File: src/rtl/uart_mctl_pkg.sv
// Package: bit positions, control-word type and reset value shared by the
// modem-control block. Assumes a control word of at least 16 bits.
package uart_mctl_pkg;

    localparam int CW = 32;

    // Bit positions inside the control word
    localparam int B_CTSEN = 15;
    localparam int B_RTSEN = 14;
    localparam int B_RTS   = 11;
    localparam int B_DTR   = 10;
    localparam int B_RXE   = 9;
    localparam int B_TXE   = 8;
    localparam int B_UEN   = 0;

    typedef struct packed {
        logic ctsen;
        logic rtsen;
        logic sw_rts;
        logic dtr;
        logic rxe;
        logic txe;
        logic uen;
    } mctl_ctrl_t;

    localparam mctl_ctrl_t CTRL_RST = '{
        ctsen: 1'b0, rtsen: 1'b0, sw_rts: 1'b0, dtr: 1'b0,
        rxe: 1'b1, txe: 1'b1, uen: 1'b0
    };

endpackage

File: src/rtl/mctl_regs.sv
// Control word storage and readback.
// Holds the defined fields only; reserved positions are never stored.
// The software RTS bit is write-protected while hardware RTS mode is on,
// judged by the mode held before the write. Assumes wr_en is synchronous.
module mctl_regs
    import uart_mctl_pkg::*;
#(
    parameter int W = CW
) (
    input  logic         clk,
    input  logic         rst_n,
    input  logic         wr_en,
    input  logic [W-1:0] wr_data,
    output logic [W-1:0] rd_data,
    output mctl_ctrl_t   ctrl
);

    // Update the control fields on a write
    always_ff @(posedge clk) begin
        if (!rst_n) begin
            ctrl <= CTRL_RST;
        end else if (wr_en) begin
            ctrl.ctsen <= wr_data[B_CTSEN];
            ctrl.rtsen <= wr_data[B_RTSEN];
            ctrl.dtr   <= wr_data[B_DTR];
            ctrl.rxe   <= wr_data[B_RXE];
            ctrl.txe   <= wr_data[B_TXE];
            ctrl.uen   <= wr_data[B_UEN];
            if (!ctrl.rtsen)
                ctrl.sw_rts <= wr_data[B_RTS];
        end
    end

    // Assemble the readback word, reserved bits zero
    always_comb begin
        rd_data          = '0;
        rd_data[B_CTSEN] = ctrl.ctsen;
        rd_data[B_RTSEN] = ctrl.rtsen;
        rd_data[B_RTS]   = ctrl.sw_rts & ~ctrl.rtsen;
        rd_data[B_DTR]   = ctrl.dtr;
        rd_data[B_RXE]   = ctrl.rxe;
        rd_data[B_TXE]   = ctrl.txe;
        rd_data[B_UEN]   = ctrl.uen;
    end

    p_rts_locked_r5: assert property (@(posedge clk) disable iff (!rst_n)
        (wr_en && ctrl.rtsen) |=> $stable(ctrl.sw_rts));

    p_rsvd_zero_r2: assert property (@(posedge clk) disable iff (!rst_n)
        wr_en |=> (rd_data[W-1:16] == '0 && rd_data[13:12] == 2'b00));

    p_dtr_write_r3: assert property (@(posedge clk) disable iff (!rst_n)
        wr_en |=> (ctrl.dtr == $past(wr_data[B_DTR])));

endmodule

File: src/rtl/mctl_sync.sv
// Multi-flop synchronizer for one asynchronous level.
// Reset loads RST_VAL into every stage so the output starts in a known state.
// Assumes STAGES >= 2.
module mctl_sync #(
    parameter int   STAGES  = 2,
    parameter logic RST_VAL = 1'b1
) (
    input  logic clk,
    input  logic rst_n,
    input  logic d_async,
    output logic q_sync
);

    logic [STAGES-1:0] chain;

    generate
        if (STAGES < 2) begin : g_bad
            initial $error("mctl_sync needs at least two stages");
        end
    endgenerate

    // Shift the sampled level along the chain
    always_ff @(posedge clk) begin
        if (!rst_n)
            chain <= {STAGES{RST_VAL}};
        else
            chain <= {chain[STAGES-2:0], d_async};
    end

    assign q_sync = chain[STAGES-1];

endmodule

File: src/rtl/mctl_section.sv
// Running state for one serial section (transmit or receive).
// The section comes on one edge after its enable rises. It goes off only
// at a character boundary: when enable is low and the engine is not busy.
// Assumes busy is synchronous to clk.
module mctl_section (
    input  logic clk,
    input  logic rst_n,
    input  logic en,
    input  logic busy,
    output logic on
);

    // Track enable, holding on while a character is in flight
    always_ff @(posedge clk) begin
        if (!rst_n)
            on <= 1'b0;
        else
            on <= en | (on & busy);
    end

    p_hold_busy_r10: assert property (@(posedge clk) disable iff (!rst_n)
        (on && busy && !en) |=> on);

    p_idle_off_r10: assert property (@(posedge clk) disable iff (!rst_n)
        (!en && !busy) |=> !on);

endmodule

File: src/rtl/uart_mctl.sv
// Modem control and start gating for a simple UART.
// Drives the active-low RTS/DTR pins and synchronizes CTS. Issues launch
// permission to the transmitter and start-bit permission to the receiver.
// Clearing a section enable takes effect at the next character boundary.
// Assumes all handshake inputs except cts_n are synchronous to clk.
module uart_mctl
    import uart_mctl_pkg::*;
#(
    parameter int SYNC_STAGES = 2
) (
    input  logic          clk,
    input  logic          rst_n,
    input  logic          reg_wr,
    input  logic [CW-1:0] reg_wdata,
    output logic [CW-1:0] reg_rdata,
    input  logic          cts_n,
    output logic          rts_n,
    output logic          dtr_n,
    input  logic          tx_busy,
    input  logic          tx_fifo_empty,
    output logic          tx_start,
    output logic          tx_on,
    input  logic          rx_busy,
    input  logic          rx_fifo_full,
    output logic          rx_allow,
    output logic          rx_on
);

    localparam int NSEC = 2;

    mctl_ctrl_t      ctrl;
    logic            cts_n_s;
    logic            cts_ok;
    logic [NSEC-1:0] sec_en;
    logic [NSEC-1:0] sec_busy;
    logic [NSEC-1:0] sec_on;

    mctl_regs #(.W(CW)) u_regs (
        .clk     (clk),
        .rst_n   (rst_n),
        .wr_en   (reg_wr),
        .wr_data (reg_wdata),
        .rd_data (reg_rdata),
        .ctrl    (ctrl)
    );

    mctl_sync #(.STAGES(SYNC_STAGES), .RST_VAL(1'b1)) u_cts_sync (
        .clk     (clk),
        .rst_n   (rst_n),
        .d_async (cts_n),
        .q_sync  (cts_n_s)
    );

    // Section enables: index 0 transmit, index 1 receive
    always_comb begin
        sec_en[0]   = ctrl.uen & ctrl.txe;
        sec_en[1]   = ctrl.uen & ctrl.rxe;
        sec_busy[0] = tx_busy;
        sec_busy[1] = rx_busy;
    end

    generate
        for (genvar i = 0; i < NSEC; i++) begin : g_sec
            mctl_section u_sec (
                .clk   (clk),
                .rst_n (rst_n),
                .en    (sec_en[i]),
                .busy  (sec_busy[i]),
                .on    (sec_on[i])
            );
        end
    endgenerate

    // Modem pins: RTS by software bit or FIFO room, DTR by control bit
    always_comb begin
        rts_n = ctrl.rtsen ? rx_fifo_full : ~ctrl.sw_rts;
        dtr_n = ~ctrl.dtr;
    end

    // Launch and start-bit permissions
    always_comb begin
        cts_ok   = ~ctrl.ctsen | ~cts_n_s;
        tx_start = sec_en[0] & ~tx_busy & ~tx_fifo_empty & cts_ok;
        rx_allow = sec_en[1];
    end

    assign tx_on = sec_on[0];
    assign rx_on = sec_on[1];

    p_start_idle_r6: assert property (@(posedge clk) disable iff (!rst_n)
        tx_start |-> (!tx_busy && !tx_fifo_empty && reg_rdata[B_UEN] && reg_rdata[B_TXE]));

    p_allow_enabled_r9: assert property (@(posedge clk) disable iff (!rst_n)
        rx_allow |-> (reg_rdata[B_UEN] && reg_rdata[B_RXE]));

    p_hw_rts_r5: assert property (@(posedge clk) disable iff (!rst_n)
        reg_rdata[B_RTSEN] |-> (rts_n == rx_fifo_full));

endmodule

File: config.mk
export PLATFORM = sky130hd
export DESIGN_NAME = uart_mctl
export DESIGN_NICKNAME = d
export VERILOG_FILES = /design/src/rtl/uart_mctl_pkg.sv /design/src/rtl/mctl_regs.sv /design/src/rtl/mctl_sync.sv /design/src/rtl/mctl_section.sv /design/src/rtl/uart_mctl.sv
export SDC_FILE = /design/constraint.sdc
export NUM_CORES = 1
export LEC_CHECK = 0
export BUFFER_PORTS_ARGS = -buffer_cell sky130_fd_sc_hd__buf_4
export CAP_MARGIN = 15
export CORE_MARGIN = 2
export CORE_UTILIZATION = 34
export CTS_BUF_LIST = sky130_fd_sc_hd__clkbuf_4 sky130_fd_sc_hd__clkbuf_8
export DETAILED_ROUTE_END_ITERATION = 6
export HOLD_SLACK_MARGIN = 0.03
export PLACE_DENSITY = 0.81
export SYNTH_ARGS = -nofsm -noshare
export SYNTH_HDL_FRONTEND = slang
export SYNTH_SLANG_ARGS = --single-unit
File: constraint.sdc
create_clock -name clk -period 1.2 [get_ports clk]
set_clock_uncertainty 0.15 [all_clocks]
set_input_delay 0.24 -clock clk [delete_from_list [all_inputs] [get_ports clk]]
set_output_delay 0.24 -clock clk [all_outputs]
set_load 0.02 [all_outputs]
==> results of run 1 <==
## logic make-up (layout without fill, tap and decap cells)
kind of cell	Yosys count	in the layout	share of synthesized area (%)
flip-flops	11	11	31.7
AND/OR/NAND/NOR	16	16	13.7
multiplexers	7	7	10.1
buffers and inverters	35	38	37.2
other	1	25	0.539
AO/OA/AOI/OAI	4	4	6.84
## repair_timing
action / 4_1_cts / 5_1_grt
hold buffers: 1 / 0
buffers inserted: 1 / 0
pin swaps: 0 / 1
endpoints found under the hold margin: 1 / 0
setup endpoints to repair: 9 / 10
gates resized for setup: 18 / 5
## Yosys cell counts
| cell type | count |
|---|---|
| nor2b_4 | 1 |
| conb_1 | 1 |
| buf_4 | 32 |
| a21oi_1 | 1 |
| a21boi_0 | 1 |
| dfxtp_1 | 11 |
| a22oi_1 | 1 |
| a2111oi_4 | 1 |
| inv_1 | 2 |
| nand2_1 | 5 |
| nand2b_1 | 2 |
| mux2i_1 | 7 |
| nand2_2 | 1 |
| and2_1 | 1 |
| buf_6 | 1 |
| nor2b_1 | 6 |
## final cells by class
cell class,count,area [um2],share of cell area (%)
Tap cell,27,33.8,3.72
Timing Repair Buffer,32,280,30.9
Clock buffer,4,30.0,3.31
Sequential cell,11,235,25.9
Inverter,2,7.51,0.828
Multi-Input combinational cell,52,320,35.3
## per-layer routing
metal / part of all wire, % / up-vias
li1: - / 231
met1: 35 / 217
met2: 54 / 36
met3: 10 / 0
met4: 0 / 0
met5: 0 / -
## final timing paths
| kind | cells past startpoint | to | start |
|---|---|---|---|
| setup / recovery | 2 | tx_start | u_cts_sync.chain[1] |
| hold / removal | 3 | u_regs.ctrl[2] | reg_wdata[9] |
| setup reg to reg | 4 | u_regs.ctrl[1] | u_regs.ctrl[1] |
| hold reg to reg | 1 | u_cts_sync.chain[1] | u_cts_sync.chain[0] |
## registers in the layout, summed over array words and instances (netlist names)
register / flops
u_regs.ctrl: 7
g_sec.u_sec.on: 2
u_cts_sync.chain: 2
## critical path, stage by stage, from the launching register on
cell and delay, ns:
dfxtp_2 0.33, a2111oi_4 0.33, buf_4 0.19
## power breakdown
group	switching [mW]	leakage [nW]	internal (mW)
Clock	0.118	0.0184	0.151
Combinational	0.155	0.342	0.116
Sequential	0.0180	0.0921	0.387
## per-stage QoR
stage	TNS [ns]	setup slack (ns)	power, mW
6_report	-0.731	-0.300	0.945
5_1_grt	-1.02	-0.338	1.01
4_1_cts	-0.839	-0.310	0.959
3_5_place_dp	-0.0448	-0.0448	0.657
3_3_place_gp	-0.0343	-0.0343	0.649
2_1_floorplan	0	0.0250	0.645
==> results.ini, run 1 <==
[route]
drtIter0Drc = 2
ant_nets = 0
routed_wirelength_um = 1220
viasPerCell = 3.78
drc = 0
drtPass1Iterations = 2
vias = 484
post_drt_wl_per_cell_um = 9.49

[cts]
clock_sink_count = 11
clk_latency_ns = 0.26
clock_path_buffers = 2
clock-root-buffer = clkbuf_4
h-tree-depth = 1
cts_buffers = 3
cts_tree = built
clk_pin_slew_worst_paths_ns = 0.07

[timing]
setup_viol = 6
hold_ws_ns = 0.0493
slew_violations = 0
setup_slack_ns = -0.300
clock.fmax_mhz = 667
rsz0062_at_grt = true
hold_viol = 0
min_period_ns = 1.50
fin_crit_sh_pct = 125

[run_status]
violations = negative setup slack
status = complete, but fails checks

[critical_path]
cp_max_fo = 1
cp-end-kind = primary output
cp.required_ns = 0.81
rrSetupSlack_ns = 0.16
critPathKind = reg -> out
startpoint_type = flop
cp.arrival_ns = 1.11

[final_layout]
final_area_um2 = 907
drive_gt1_share_pct = 49.5
nets = 142
nFillCells = 194
fin_cells = 128
final_cell_mix = conb_1 (25), buf_4 (21), buf_6 (10)
n_antenna_cell = 0
final_common_cell = conb_1
area_delta_synth_final_pct = 30.4
final_core_utilization_pct = 46.7

[grt]
grt_most_used_layer = met2
grt_use_met1_pct = 11.2
grt_pass1_vias = 420
grt_overflow = 0
met3_usage_pct = 5.83
grt_use_total_pct = 10.7
antenna_found_initial = 0
met2_usage_pct = 18.5
grt_max_degree = 13
grt_pass1_wl_um = 1890

[logic_synthesis]
synth.distinct_cells = 16
syn_area_um2 = 696
synthCells = 74
yosys-top-cells-area = buf_4 (35%), dfxtp_1 (32%), mux2i_1 (10%)
ys_warn_count = 0
yosysSeqAreaShare_pct = 31.7
synth.avg_cell_area_um2 = 9.40
synth_top_area_share_pct = 34.5
synth_top_area_cell = buf_4
ys_ff_latch = 11

[placement]
io_buffers = 27
dpl-instance-area_um2 = 800
gp_congestion = 0.645
dpl.cell_count = 122
dpl.hpwl_um = 930

[floorplan]
fp.dieH_um = 49.2
initial_utilization_pct = 35.8
rows = 16
fp.dieW_um = 49.2
num_io_pins = 78
dieArea_um2 = 2420
coreArea_um2 = 1940

[flow_run]
drv_cap = 0

[power_and_ir_drop]
power_density_nw_per_um2 = 1040
p_leak_nw = 0.453
vdd_drop_max_uv = 581

[worst_hold_path]
hp-class = in -> reg

No activity file was read; power rests on OpenSTA's default activity.
==> run 2: changes to the inputs <==
CORE_UTILIZATION = 33   (was 34)
CTS_BUF_LIST = unset   (was sky130_fd_sc_hd__clkbuf_4 sky130_fd_sc_hd__clkbuf_8)
PLACE_DENSITY = 0.78   (was 0.81)
==> results.ini, run 2 (synthesis results as in run 1) <==
[critical_path]
worst_path_largest_cell_delay_ns = 0.33  ; about the same
cp.arrival_ns = 1.10  ; about the same
startpoint_type = flop
critPathKind = reg -> out
worst_path_max_delay_cell = a2111oi_4
cp_max_fo = 1  ; unchanged
cp-end-kind = primary output
cp_cell_sequence = a2111oi_4 -> buf_4
cp.required_ns = 0.81  ; about the same

[final_layout]
reg_top3 = u_regs.ctrl x7, g_sec.u_sec.on x2, u_cts_sync.chain x2
final_common_cell = conb_1
fin_cells = 129  ; +0.78%
regMostFlops = u_regs.ctrl
n_antenna_cell = 0  ; unchanged
final_core_utilization_pct = 45.8  ; -0.94 points
nets = 143  ; +0.70%
area_delta_synth_final_pct = 30.4  ; unchanged
largest_reg_flops = 7  ; unchanged
drive_gt1_share_pct = 49.0  ; -0.49 points
nFillCells = 204  ; +5.2%
final_area_um2 = 907  ; unchanged
final_cell_mix = conb_1 (25), buf_4 (23), buf_6 (9)

[cts]
clock_path_buffers = 2  ; unchanged
h-tree-depth = 1  ; unchanged
cts_tree = built
clk_pin_slew_worst_paths_ns = 0.06  ; about the same
cts_buffers = 3  ; unchanged
clock-root-buffer = clkbuf_4
clk_latency_ns = 0.26  ; about the same
clock_sink_count = 11  ; unchanged

[route]
drc = 0  ; unchanged
ant_nets = 0  ; unchanged
routed_wirelength_um = 1000  ; -17%
viasPerCell = 3.60  ; -4.7%
vias = 465  ; -3.9%
drtPass1Iterations = 4  ; +2
drtIter0Drc = 4  ; +2
post_drt_wl_per_cell_um = 7.78  ; -18%

[floorplan]
initial_utilization_pct = 35.1  ; -0.72 points
rows = 16  ; unchanged
fp.dieH_um = 49.9  ; +1.4%
coreArea_um2 = 1980  ; +2.1%
dieArea_um2 = 2490  ; +2.8%
fp.dieW_um = 49.9  ; +1.4%
num_io_pins = 78  ; unchanged

[timing]
min_period_ns = 1.49  ; -0.00596 ns
rsz0062_at_grt = true
fin_crit_sh_pct = 124  ; -0.50 points
clock.fmax_mhz = 669  ; +0.40%
slew_violations = 0  ; unchanged
setup_viol = 6  ; unchanged
hold_ws_ns = 0.0455  ; -0.00382 ns
hold_viol = 0  ; unchanged
setup_slack_ns = -0.294  ; +0.00596 ns
fin_setup_tns_ns = -0.743  ; -0.0127 ns

[run_status]
status = complete, but fails checks
violations = negative setup slack

[power_and_ir_drop]
p_leak_nw = 0.453  ; about the same
power_mw = 0.909  ; -3.8%
power_density_nw_per_um2 = 1000  ; -3.8%
vdd_drop_max_uv = 841  ; +45%

[placement]
dpl.cell_count = 122  ; unchanged
dp_slack_ns = -0.0511  ; -0.00627 ns
dpl.hpwl_um = 824  ; -11%
dpl-instance-area_um2 = 800  ; unchanged
io_buffers = 27  ; unchanged
gp_congestion = 0.649  ; +0.53%

[grt]
antenna_found_initial = 0  ; unchanged
grt_use_total_pct = 8.41  ; -2.3 points
grt_pass1_wl_um = 1550  ; -18%
grt_pass1_vias = 367  ; -13%
grt_max_degree = 13  ; unchanged
grt_overflow = 0  ; unchanged

[worst_hold_path]
hp-class = in -> reg

[flow_run]
drv_cap = 0  ; unchanged

==> run 2: cell types whose count changed in the layout (fill, tap and decap cells not counted), sizes merged <==
cell and delta:
buf +1
==> run 2: path summary, 6_finish.rpt <==
path | start | cells past startpoint | to | slack (ns)
max reg2reg | u_regs.ctrl[0] | 4 | g_sec[1].u_sec.on | 0.13
max | u_cts_sync.chain[1] | 2 | tx_start | -0.29
min | reg_wdata[8] | 3 | u_regs.ctrl[1] | 0.05
min reg2reg | u_cts_sync.chain[0] | 1 | u_cts_sync.chain[1] | 0.26
==> run 2: what timing repair did <==
| item | 4_1_cts | 5_1_grt |
|---|---|---|
| resized for setup | 16 | 6 |
| setup buffers | 1 | 1 |
| hold buffers | 1 | 0 |
| setup endpoints to repair | 8 | 10 |
| pin swaps | 0 | 1 |
| endpoints found under the hold margin | 1 | 0 |
==> run 2: critical path, delay by kind of cell, from the launching register on <==
kind / cells / cell delay, ns
AO/OA/AOI/OAI: 1 / 0.33
buffers and inverters: 1 / 0.19
flip-flops: 1 / 0.32
==> run 2: routing by layer <==
| layer | track usage, % | routed length [um] | vias to the layer above |
|---|---|---|---|
| met5 | 0 | 0 | - |
| met4 | 1.39 | 0 | 0 |
| met3 | 5.76 | 119 | 0 |
| met2 | 13.3 | 485 | 31 |
| met1 | 9.38 | 399 | 201 |
| li1 | - | - | 233 |
==> run 2: power by group <==
group	switching, mW	internal (mW)
Sequential	0.0170	0.387
Combinational	0.151	0.117
Clock	0.110	0.128
==> run 2: area by class of cell <==
cell class	count	area, um2	area share [%]
clock buffers	4	26.3	2.90
inverters	2	7.51	0.828
multi-input cells	52	320	35.3
flip-flops and latches	11	235	25.9
well taps	27	33.8	3.72
repair buffers	33	284	31.3
==> run 3: changes to the inputs <==
MAX_ROUTING_LAYER = met4   (was unset)
==> results.ini, run 3 (synthesis results as in run 1) <==
[run_status]
status = complete, but fails checks
violations = negative setup slack

[critical_path]
cp-end-kind = primary output
cp.required_ns = 0.81  ; about the same
cp_max_fo = 1  ; unchanged
critPathKind = reg -> out
startpoint_type = flop
crit_path_start = u_cts_sync.chain[1]
cp.arrival_ns = 1.10  ; about the same
rr_startpoint = u_regs.ctrl[0]

[cts]
h-tree-depth = 1  ; unchanged
clk_pin_slew_worst_paths_ns = 0.06  ; about the same
clock_path_buffers = 2  ; unchanged
clock_sink_count = 11  ; unchanged
clock-root-buffer = clkbuf_4
clk_latency_ns = 0.26  ; about the same
cts_buffers = 3  ; unchanged
cts_tree = built

[final_layout]
fin_cells = 129  ; unchanged
regMostFlops = u_regs.ctrl
largest_reg_flops = 7  ; unchanged
reg_top3 = u_regs.ctrl x7, g_sec.u_sec.on x2, u_cts_sync.chain x2
drive_gt1_share_pct = 49.0  ; unchanged
final_common_cell = conb_1
final_area_um2 = 907  ; unchanged
nets = 143  ; unchanged
area_delta_synth_final_pct = 30.4  ; unchanged
final_cell_mix = conb_1 (25), buf_4 (23), buf_6 (9)
n_antenna_cell = 0  ; unchanged

[floorplan]
fp.dieW_um = 49.9  ; unchanged
initial_utilization_pct = 35.1  ; unchanged
rows = 16  ; unchanged
fp.dieH_um = 49.9  ; unchanged
num_io_pins = 78  ; unchanged
dieArea_um2 = 2490  ; unchanged
coreArea_um2 = 1980  ; unchanged

[timing]
fin_crit_sh_pct = 124  ; about the same
setup_slack_ns = -0.294  ; +0.000147 ns
slew_violations = 0  ; unchanged
rsz0062_at_grt = true
clock.fmax_mhz = 670  ; about the same
min_period_ns = 1.49  ; -0.000147 ns
hold_viol = 0  ; unchanged
setup_viol = 6  ; unchanged
hold_ws_ns = 0.0457  ; +0.000146 ns
fin_setup_tns_ns = -0.746  ; -0.00319 ns

[power_and_ir_drop]
vdd_drop_max_uv = 844  ; +0.39%
power_density_nw_per_um2 = 1000  ; about the same
p_leak_nw = 0.453  ; unchanged

[route]
drc = 0  ; unchanged
drtIter0Drc = 4  ; unchanged
vias = 465  ; unchanged
drtPass1Iterations = 4  ; unchanged
viasPerCell = 3.60  ; unchanged
post_drt_wl_per_cell_um = 7.77  ; -0.20%
routed_wirelength_um = 1000  ; -0.20%
ant_nets = 0  ; unchanged

[grt]
antenna_found_initial = 0  ; unchanged
grt_pass1_vias = 367  ; unchanged
grt_pass1_wl_um = 1550  ; unchanged
grt_max_degree = 13  ; unchanged
grt_use_total_pct = 8.64  ; +0.23 points
grt_overflow = 0  ; unchanged

[placement]
dpl-instance-area_um2 = 800  ; unchanged
dp_slack_ns = -0.0511  ; unchanged
gp_congestion = 0.654  ; +0.86%
dpl.hpwl_um = 824  ; unchanged
dpl.cell_count = 122  ; unchanged
io_buffers = 27  ; unchanged

[flow_run]
drv_cap = 0  ; unchanged

[worst_hold_path]
min_from = reg_wdata[8]
hp-class = in -> reg

-- run 3: cell counts in the layout (fill, tap and decap cells not counted) --
No cell type changed its count.
-- run 3: repair_timing --
action | 4_1_cts | 5_1_grt
pin swaps | 0 | 1
hold buffers | 1 | 0
buffers inserted | 1 | 1
setup endpoints to repair | 8 | 10
gates cloned | 0 | 0
hold endpoints to repair | 1 | 0
gates resized for setup | 16 | 6
-- run 3: final timing paths --
kind	slack, ns	cells past startpoint	endpoint
max	-0.29	2	tx_start
min	0.05	3	u_regs.ctrl[1]
max reg2reg	0.13	4	g_sec[1].u_sec.on
min reg2reg	0.26	1	u_cts_sync.chain[1]
-- run 3: power breakdown --
| group | switching, mW | total, mW | internal [mW] |
|---|---|---|---|
| logic | 0.150 | 0.267 | 0.117 |
| registers | 0.0170 | 0.404 | 0.387 |
| clock network | 0.111 | 0.239 | 0.128 |
-- run 3: cell type report --
type                    count  area (um2)
clock buffers               4        26.3
fillers                   204        1070
inverters                   2        7.51
multi-input cells          52         320
flip-flops and latches     11         235
well taps                  27        33.8
repair buffers             33         284
-- run 3: layer usage --
layer / wire length (um) / track usage (%)
met1: 397 / 9.38
met2: 484 / 13.3
met3: 119 / 5.76
met4: 0 / 1.39
met5: 0 / -
-- run 3: metrics by stage --
stage	utilization, %	power (mW)
after floorplan	-	0.645
after global placement	40.3	0.650
after detailed placement	40.3	0.653
after CTS	44.6	0.919
after global routing	45.8	0.974
final	45.8	0.910
-- run 3: critical path, stage by stage, from the launching register on --
cell       delay, ns
dfxtp_2         0.32
a2111oi_4       0.33
buf_4           0.19
